--- config.mk ---
export PLATFORM = sky130hd
export DESIGN_NAME = timer_channel
export DESIGN_NICKNAME = d
export VERILOG_FILES = /design/src/rtl/timer_pkg.sv /design/src/rtl/tmr_sync_edge.sv /design/src/rtl/tmr_tick_sel.sv /design/src/rtl/tmr_quad_dec.sv /design/src/rtl/timer_channel.sv
export SDC_FILE = /design/constraint.sdc
export NUM_CORES = 1
export LEC_CHECK = 0
export BUFFER_PORTS_ARGS = -buffer_cell sky130_fd_sc_hd__buf_2
export CORE_MARGIN = 1.5
export CORE_UTILIZATION = 55
export CTS_BUF_LIST = sky130_fd_sc_hd__clkbuf_8 sky130_fd_sc_hd__clkbuf_16
export DETAILED_ROUTE_END_ITERATION = 10
export HOLD_SLACK_MARGIN = 0.15
export PLACE_DENSITY = 0.85
export SYNTH_ARGS = -nofsm -noshare
export SYNTH_HDL_FRONTEND = slang
export SYNTH_SLANG_ARGS = --single-unit
--- constraint.sdc ---
create_clock -name clk -period 3.68 [get_ports clk]
set_input_delay 0.736 -clock clk [delete_from_list [all_inputs] [get_ports clk]]
set_output_delay 0.736 -clock clk [all_outputs]
set_load 0.01 [all_outputs]
--- src/rtl/timer_pkg.sv ---
package timer_pkg;

  localparam int A_CTRL = 0;
  localparam int A_CNT  = 1;
  localparam int A_GRA  = 2;
  localparam int A_GRB  = 3;
  localparam int A_STAT = 4;

  typedef enum logic [1:0] {
    CLR_NONE = 2'b00,
    CLR_A    = 2'b01,
    CLR_B    = 2'b10,
    CLR_RSV  = 2'b11
  } clr_sel_e;

  typedef struct packed {
    logic       cap_b;
    logic       cap_a;
    logic       phase;
    clr_sel_e   clr;
    logic [2:0] src;
  } ctrl_t;

endpackage

--- src/rtl/tmr_sync_edge.sv ---
module tmr_sync_edge #(
  parameter int W    = 1,
  parameter bit EDGE = 1'b1
) (
  input  logic         clk,
  input  logic         rst_n,
  input  logic [W-1:0] din,
  output logic [W-1:0] dout
);
  logic [W-1:0] s1, s2, s3;

  always_ff @(posedge clk or negedge rst_n) begin
    if (!rst_n) begin
      s1 <= '0;
      s2 <= '0;
      s3 <= '0;
    end else begin
      s1 <= din;
      s2 <= s1;
      s3 <= s2;
    end
  end

  generate
    if (EDGE) begin : g_rise
      assign dout = s2 & ~s3;
    end else begin : g_level
      assign dout = s2;
    end
  endgenerate
endmodule

--- src/rtl/tmr_tick_sel.sv ---
module tmr_tick_sel #(
  parameter int N_INT = 4,
  parameter int N_EXT = 4,
  parameter int SEL_W = 3
) (
  input  logic             clk,
  input  logic             rst_n,
  input  logic [SEL_W-1:0] src,
  input  logic [N_EXT-1:0] ext_rise,
  output logic             tick
);
  localparam int PW = (N_INT > 1) ? N_INT - 1 : 1;

  logic [PW-1:0]          pre_q;
  logic [N_INT-1:0]       int_tick;
  logic [N_INT+N_EXT-1:0] all_tick;

  always_ff @(posedge clk or negedge rst_n) begin
    if (!rst_n) pre_q <= '0;
    else        pre_q <= pre_q + 1'b1;
  end

  assign int_tick[0] = 1'b1;
  generate
    for (genvar k = 1; k < N_INT; k++) begin : g_div
      assign int_tick[k] = &pre_q[k-1:0];
    end
  endgenerate

  assign all_tick = {ext_rise, int_tick};
  assign tick     = all_tick[src];
endmodule

--- src/rtl/tmr_quad_dec.sv ---
module tmr_quad_dec (
  input  logic clk,
  input  logic rst_n,
  input  logic en,
  input  logic pa,
  input  logic pb,
  output logic up,
  output logic dn
);
  logic [1:0] prev_q, cur, diff;

  function automatic logic [1:0] phase_pos(input logic a, input logic b);
    case ({a, b})
      2'b00:   phase_pos = 2'd0;
      2'b10:   phase_pos = 2'd1;
      2'b11:   phase_pos = 2'd2;
      default: phase_pos = 2'd3;
    endcase
  endfunction

  assign cur  = phase_pos(pa, pb);
  assign diff = cur - prev_q;
  assign up   = en && (diff == 2'd1);
  assign dn   = en && (diff == 2'd3);

  always_ff @(posedge clk or negedge rst_n) begin
    if (!rst_n) prev_q <= 2'd0;
    else        prev_q <= cur;
  end
endmodule

--- src/rtl/timer_channel.sv ---
module timer_channel
  import timer_pkg::*;
#(
  parameter int CNT_W  = 16,
  parameter int ADDR_W = 3,
  parameter int N_INT  = 4,
  parameter int N_EXT  = 4
) (
  input  logic              clk,
  input  logic              rst_n,
  input  logic [ADDR_W-1:0] bus_addr,
  input  logic              bus_wr,
  input  logic              bus_rd,
  input  logic [CNT_W-1:0]  bus_wdata,
  output logic [CNT_W-1:0]  bus_rdata,
  input  logic [N_EXT-1:0]  ext_clk,
  input  logic              quad_a,
  input  logic              quad_b,
  input  logic [1:0]        cap_in,
  output logic              ovf_flag
);
  localparam int N_GR = 2;
  localparam int EW   = N_EXT + N_GR;

  ctrl_t            ctrl_q;
  logic [CNT_W-1:0] cnt_q;
  logic [CNT_W-1:0] gr_q [N_GR];
  logic             flag_q, armed_q;

  logic [EW-1:0]    rise;
  logic [1:0]       qlvl;
  logic             src_tick, q_up, q_dn;
  logic             phase_on, cnt_up, cnt_dn, cnt_wr, cnt_clr, stat_wr;
  logic [N_GR-1:0]  cap_evt, cmp_hit, clr_pick, gr_wr;
  logic             set_evt;

  tmr_sync_edge #(.W(EW), .EDGE(1'b1)) u_edge (
    .clk(clk), .rst_n(rst_n), .din({cap_in, ext_clk}), .dout(rise)
  );

  tmr_sync_edge #(.W(2), .EDGE(1'b0)) u_qsync (
    .clk(clk), .rst_n(rst_n), .din({quad_b, quad_a}), .dout(qlvl)
  );

  tmr_tick_sel #(.N_INT(N_INT), .N_EXT(N_EXT), .SEL_W(3)) u_tick (
    .clk(clk), .rst_n(rst_n), .src(ctrl_q.src),
    .ext_rise(rise[N_EXT-1:0]), .tick(src_tick)
  );

  tmr_quad_dec u_quad (
    .clk(clk), .rst_n(rst_n), .en(phase_on),
    .pa(qlvl[0]), .pb(qlvl[1]), .up(q_up), .dn(q_dn)
  );

  assign phase_on = ctrl_q.phase;
  assign cnt_up   = phase_on ? q_up : src_tick;
  assign cnt_dn   = phase_on & q_dn;
  assign cnt_wr   = bus_wr && (bus_addr == ADDR_W'(A_CNT));
  assign stat_wr  = bus_wr && (bus_addr == ADDR_W'(A_STAT));

  // Per-register compare, capture and clear-source decoding
  generate
    for (genvar i = 0; i < N_GR; i++) begin : g_gr
      logic cap_mode;
      assign cap_mode    = (i == 0) ? ctrl_q.cap_a : ctrl_q.cap_b;
      assign cap_evt[i]  = cap_mode && rise[N_EXT+i];
      assign cmp_hit[i]  = !cap_mode && cnt_up && (cnt_q == gr_q[i]);
      assign clr_pick[i] = (ctrl_q.clr == clr_sel_e'(i + 1));
      assign gr_wr[i]    = bus_wr && (bus_addr == ADDR_W'(A_GRA + i));

      always_ff @(posedge clk or negedge rst_n) begin
        if (!rst_n)          gr_q[i] <= '0;
        else if (gr_wr[i])   gr_q[i] <= bus_wdata;
        else if (cap_evt[i]) gr_q[i] <= cnt_q;
      end
    end
  endgenerate

  assign cnt_clr = |(clr_pick & (cap_evt | cmp_hit));
  assign set_evt = !cnt_wr && !cnt_clr &&
                   ((cnt_up && (cnt_q == '1)) || (cnt_dn && (cnt_q == '0)));

  always_ff @(posedge clk or negedge rst_n) begin
    if (!rst_n)       cnt_q <= '0;
    else if (cnt_wr)  cnt_q <= bus_wdata;
    else if (cnt_clr) cnt_q <= '0;
    else if (cnt_up)  cnt_q <= cnt_q + 1'b1;
    else if (cnt_dn)  cnt_q <= cnt_q - 1'b1;
  end

  always_ff @(posedge clk or negedge rst_n) begin
    if (!rst_n) ctrl_q <= '0;
    else if (bus_wr && (bus_addr == ADDR_W'(A_CTRL)))
      ctrl_q <= ctrl_t'(bus_wdata[$bits(ctrl_t)-1:0]);
  end

  // Flag: set has priority; clear needs a prior read that saw it set
  always_ff @(posedge clk or negedge rst_n) begin
    if (!rst_n) begin
      flag_q  <= 1'b0;
      armed_q <= 1'b0;
    end else begin
      if (set_evt)                                 flag_q <= 1'b1;
      else if (stat_wr && !bus_wdata[0] && armed_q) flag_q <= 1'b0;

      if (stat_wr)                                                   armed_q <= 1'b0;
      else if (bus_rd && (bus_addr == ADDR_W'(A_STAT)) && flag_q)   armed_q <= 1'b1;
    end
  end

  always_comb begin
    bus_rdata = '0;
    if (bus_addr == ADDR_W'(A_CTRL))      bus_rdata = CNT_W'(ctrl_q);
    else if (bus_addr == ADDR_W'(A_CNT))  bus_rdata = cnt_q;
    else if (bus_addr == ADDR_W'(A_GRA))  bus_rdata = gr_q[0];
    else if (bus_addr == ADDR_W'(A_GRB))  bus_rdata = gr_q[1];
    else if (bus_addr == ADDR_W'(A_STAT)) bus_rdata = CNT_W'(flag_q);
  end

  assign ovf_flag = flag_q;
endmodule

==> results.txt <==
The run finished with clean final reports. The TritonCTS clock tree is done. The data required time of the critical path is 3.93 ns. The cell repeated most along the worst path is ha_1.

The routing layer with the top usage in global route is met2. The worst register-to-register path begins at u_tick.pre_q[0]. The met3 usage in global routing came out at 4.537%. The mapped netlist covers 0.005856 sq mm. At the end of the flow, the number of nets in the layout was 726. Entering global routing, the biggest net connects 38 pins. The met1 capacity usage during global routing is 41.40%. The critical path in this run is classified as reg2reg. The height of the die came out at 106.2 um.

The first global-routing pass estimated 27050 um of wire. The first TritonRoute pass finished after 6 iterations. The cell sitting at the root of the clock tree is a clkbuf_8.

The endpoint arrival time on the critical path came out at 3.93 ns. The transition time of the tightest slew-check pin is 0.6508 ns. Setup repair after global routing could not meet its margin everywhere.

The via count of the routed design is 5429. The number of antenna diodes in the final layout is 0. The start point of the critical path is u_tick.pre_q[0].

The number of global-route vias before repair is 5247. Input and output buffers added on the ports amount to 47. Counting distinct cell types in the post-synthesis netlist gives 83.

The HPWL after detailed placement is 12050 um. The routability-driven placement congestion ratio is 0.9094. For this design, the slowest cell found on the critical path is a2111o_1. Of the cells placed in the final design, the portion with a size suffix greater than 1 is 23.27%.

The die outline width came out at 106.2 um. The register-to-register path setup slack is 0.005 ns. The total power divided by cell area came out at 795.1 mW/mm^2. The routing usage on met2 came out at 48.02%. For this block, the routed nets add up to 16620 um of wire. The cell leakage power is 2.808 nW.

The layout has 796 filler cells. The overall routing resource usage came out at 30.77%. The number of buffers created by CTS is 9. The multi-input gate area in the final layout came out at 0.003462 sq mm. 48 I/O pins were placed. The area of the die came out at 0.01127 sq mm.

VDD sags by at most 0.4948 mV. Along the worst path, the maximum fanout reaches 5. The tightest slew margin relative to the limit is 56.61%. The flip-flop and latch area came out at 0.002127 sq mm.

After global routing the overflow that remains totals 0. The period utilization is 99.87%. The detailed-route DRC error count came out at 0.

The number of synthesized register bits is 85. The number of sinks on the clock net is 85. The async set or reset register ratio after synthesis is 100.0%. STA classifies the critical path endpoint as a flip-flop. The capture instance of the worst register-to-register path is cnt_q[10]. Of the synthesized area, sequential elements account for 36.32%.

After synthesis, the most frequently instantiated cells are 85 x dfrtp_1, 74 x nor2_1, 60 x a21oi_1, 46 x nand2_1, 39 x clkbuf_1. The setup-violating endpoint count in the final report is 0. The core outline area is 0.01032 sq mm.

Following the worst setup path forward leads to its endpoint at cnt_q[10]. Walking the worst path, the cells encountered are ha_1, ha_1, mux2i_2, a2111o_1, nand2_2, clkinv_4, xnor2_2, ha_2, nor3b_2, a31oi_1, o21ai_2, nand4_1, o221ai_4, mux2_4, o211ai_1, mux2i_1, a221oi_2. The launching element type of the critical path is a flip-flop. Across the routed clock network, the largest skew measured is 0.01051 ns. The wire length per cell after detailed routing is 20.07 um. The final critical delay including setup and external delays is 3.675 ns. The number of antenna violations at the first check in global routing is 0.

The count of final hold-check violations is 0. The number of hold buffers added after CTS was 0. By instance count, the leading cell after synthesis is dfrtp_1.

The clock-pin slew on the worst setup and hold paths is 0.10 ns. The number of nets produced by synthesis is 694. The most used flip-flop cell after synthesis is dfrtp_1. A synthesized cell averages 8.940 sq um. After synthesis, the largest area contributor takes up 36.32% of total cell area. The initial core utilization came out at 56.72%.

After routing, the total negative slack on setup checks comes to 0 ns. The total of max-cap violations came out at 0. The post-synthesis instance total is 655. The max-slew violation count is 0. The remaining antenna violation count after routing is 0.

The design draws 5.187 mW. The path class of the lowest-slack min-delay path is in2async. The clock latency of the later-clocked register in the worst-skew pair came out at 0.38 ns.

In this run, the number of DRC markers left after iteration 0 of detailed routing was 752. The number of warnings reported in the yosys synthesis log is 0. The floorplan has 37 rows. The critical path's largest stage delay came out at 0.46 ns. The growth of design area from synthesis to finish came out at 11.41%. The maximum number of buffers from clock root to sink came out at 2. The detail-routed via count per cell is 6.557. In the post-synthesis netlist, the biggest area contributors are dfrtp_1 36%, a21oi_1 5.1%, nor2_1 4.7%, xor2_1 4.5%, mux2_2 3.1%. The logic depth of the worst register-to-register path is 17.

In this run the number of H-tree levels came out at 3. The biggest area contributor in the post-synthesis netlist is dfrtp_1. The synthesized design contains 0 enable-type register cells. The achievable frequency came out at 272.1 MHz.
## registers in the layout (all words and copies together) (netlist names)
signal	cells
armed_q	1
cnt_q	16
ctrl_q	5
g_gr.cap_mode	2
gr_q	32
ovf_flag	1
phase_on	1
u_edge.s1	6
u_edge.s2	6
u_edge.s3	6
u_qsync.dout	2
u_qsync.s1	2
u_quad.prev_q	2
u_tick.pre_q	3
## stage by stage
step / instance area [sq um] / std cells / hold WS [ns] / utilization [%] / worst slack (ns)
after floorplan: 5929 / 655 / 0.3312 / - / -0.07489
after global placement: 6218 / 806 / 0.3400 / 60.24 / 0.1918
after detailed placement: 6218 / 806 / 0.3355 / 60.24 / -0.01963
after CTS: 6434 / 822 / 0.3273 / 62.32 / -0.04488
after global routing: 6524 / 828 / 0.3612 / 63.19 / -0.2500
final: 6524 / 828 / 0.3216 / 63.19 / 0.004795
## kinds of logic after synthesis
logic type / synth area share [%]
compound gates: 21.26
buf+inv: 6.410
flops: 36.32
xor+xnor: 6.410
fa+ha+maj: 1.709
mux: 9.701
simple gates: 18.18
## how the worst min path moves through the flow
stage / slack [ns] / cells after the start / endpoint / start
3_5_place_dp: 0.34 / 0 / u_edge.s2[0] / u_edge.s1[0]
6_report: 0.32 / 1 / cnt_q[10] / rst_n
2_1_floorplan: 0.33 / 0 / u_edge.s2[0] / u_edge.s1[0]
3_3_place_gp: 0.34 / 0 / u_edge.s2[0] / u_edge.s1[0]
4_1_cts: 0.33 / 1 / gr_q[8] / rst_n
5_1_grt: 0.36 / 1 / cnt_q[10] / rst_n
## report_power, final
part | internal (mW) | switching (mW)
combinational | 1.22 | 1.50
sequential | 1.21 | 0.539
clock | 0.331 | 0.386
## worst max-delay path: cells and delay by family (launching register included)
| kind | cells | cell delay, ns |
|---|---|---|
| fa+ha+maj | 3 | 0.58 |
| simple gates | 3 | 0.47 |
| compound gates | 6 | 1.19 |
| flops | 1 | 0.40 |
| buf+inv | 1 | 0.06 |
| xor+xnor | 1 | 0.16 |
| mux | 3 | 0.68 |
## cell type report
class / count / share of cell area (%)
multi-input combinational: 493 / 53.07
clock inverter: 7 / 1.400
timing repair buffer: 77 / 7.096
tap: 136 / 2.608
sequential: 85 / 32.60
clock buffer: 9 / 1.899
inverter: 21 / 1.323
## layer usage
layer / wire length [um] / up-vias
met3: 1524 / 62
met2: 7841 / 352
li1: - / 2417
met5: 0 / -
met4: 697 / 0
met1: 6553 / 2598
## placed cells by master (no fill, tap or decap), types with 3 or more instances in the layout
cell      synthesis  final
a211oi_1          3      3
a21oi_1          60     60
a221oi_1          4      4
a22oi_1          10     10
a311oi_1          4      4
a31o_2            3      3
a31oi_1          10      9
and2_1            4      4
and3_1            6      6
buf_2             5     46
buf_4             3     31
clkbuf_8          3      9
dfrtp_1          85     85
ha_1              8      4
inv_1            19     18
inv_6             0      3
mux2_2           16     16
mux2i_1          17     16
mux4_2            8      8
nand2_1          46     46
nand2b_1          3      3
nand3_1          25     25
nand4_1           6      6
nor2_1           74     74
nor2b_1          12     12
nor3_1           14     14
nor3b_1           7      5
nor3b_2           1      3
nor4_1           10     10
o211ai_1          5      5
o21a_1            6      6
o21ai_0          34     33
o22a_1            4      4
xnor2_1          11      8
xor2_1           30     30
## timing repair
item / in CTS / in global routing
endpoints found under the setup margin: 3 / 6
setup buffers: 0 / 6
pin swaps: 1 / 12
gates resized for setup: 0 / 7
Note: power is estimated with default switching activity, not from simulation.
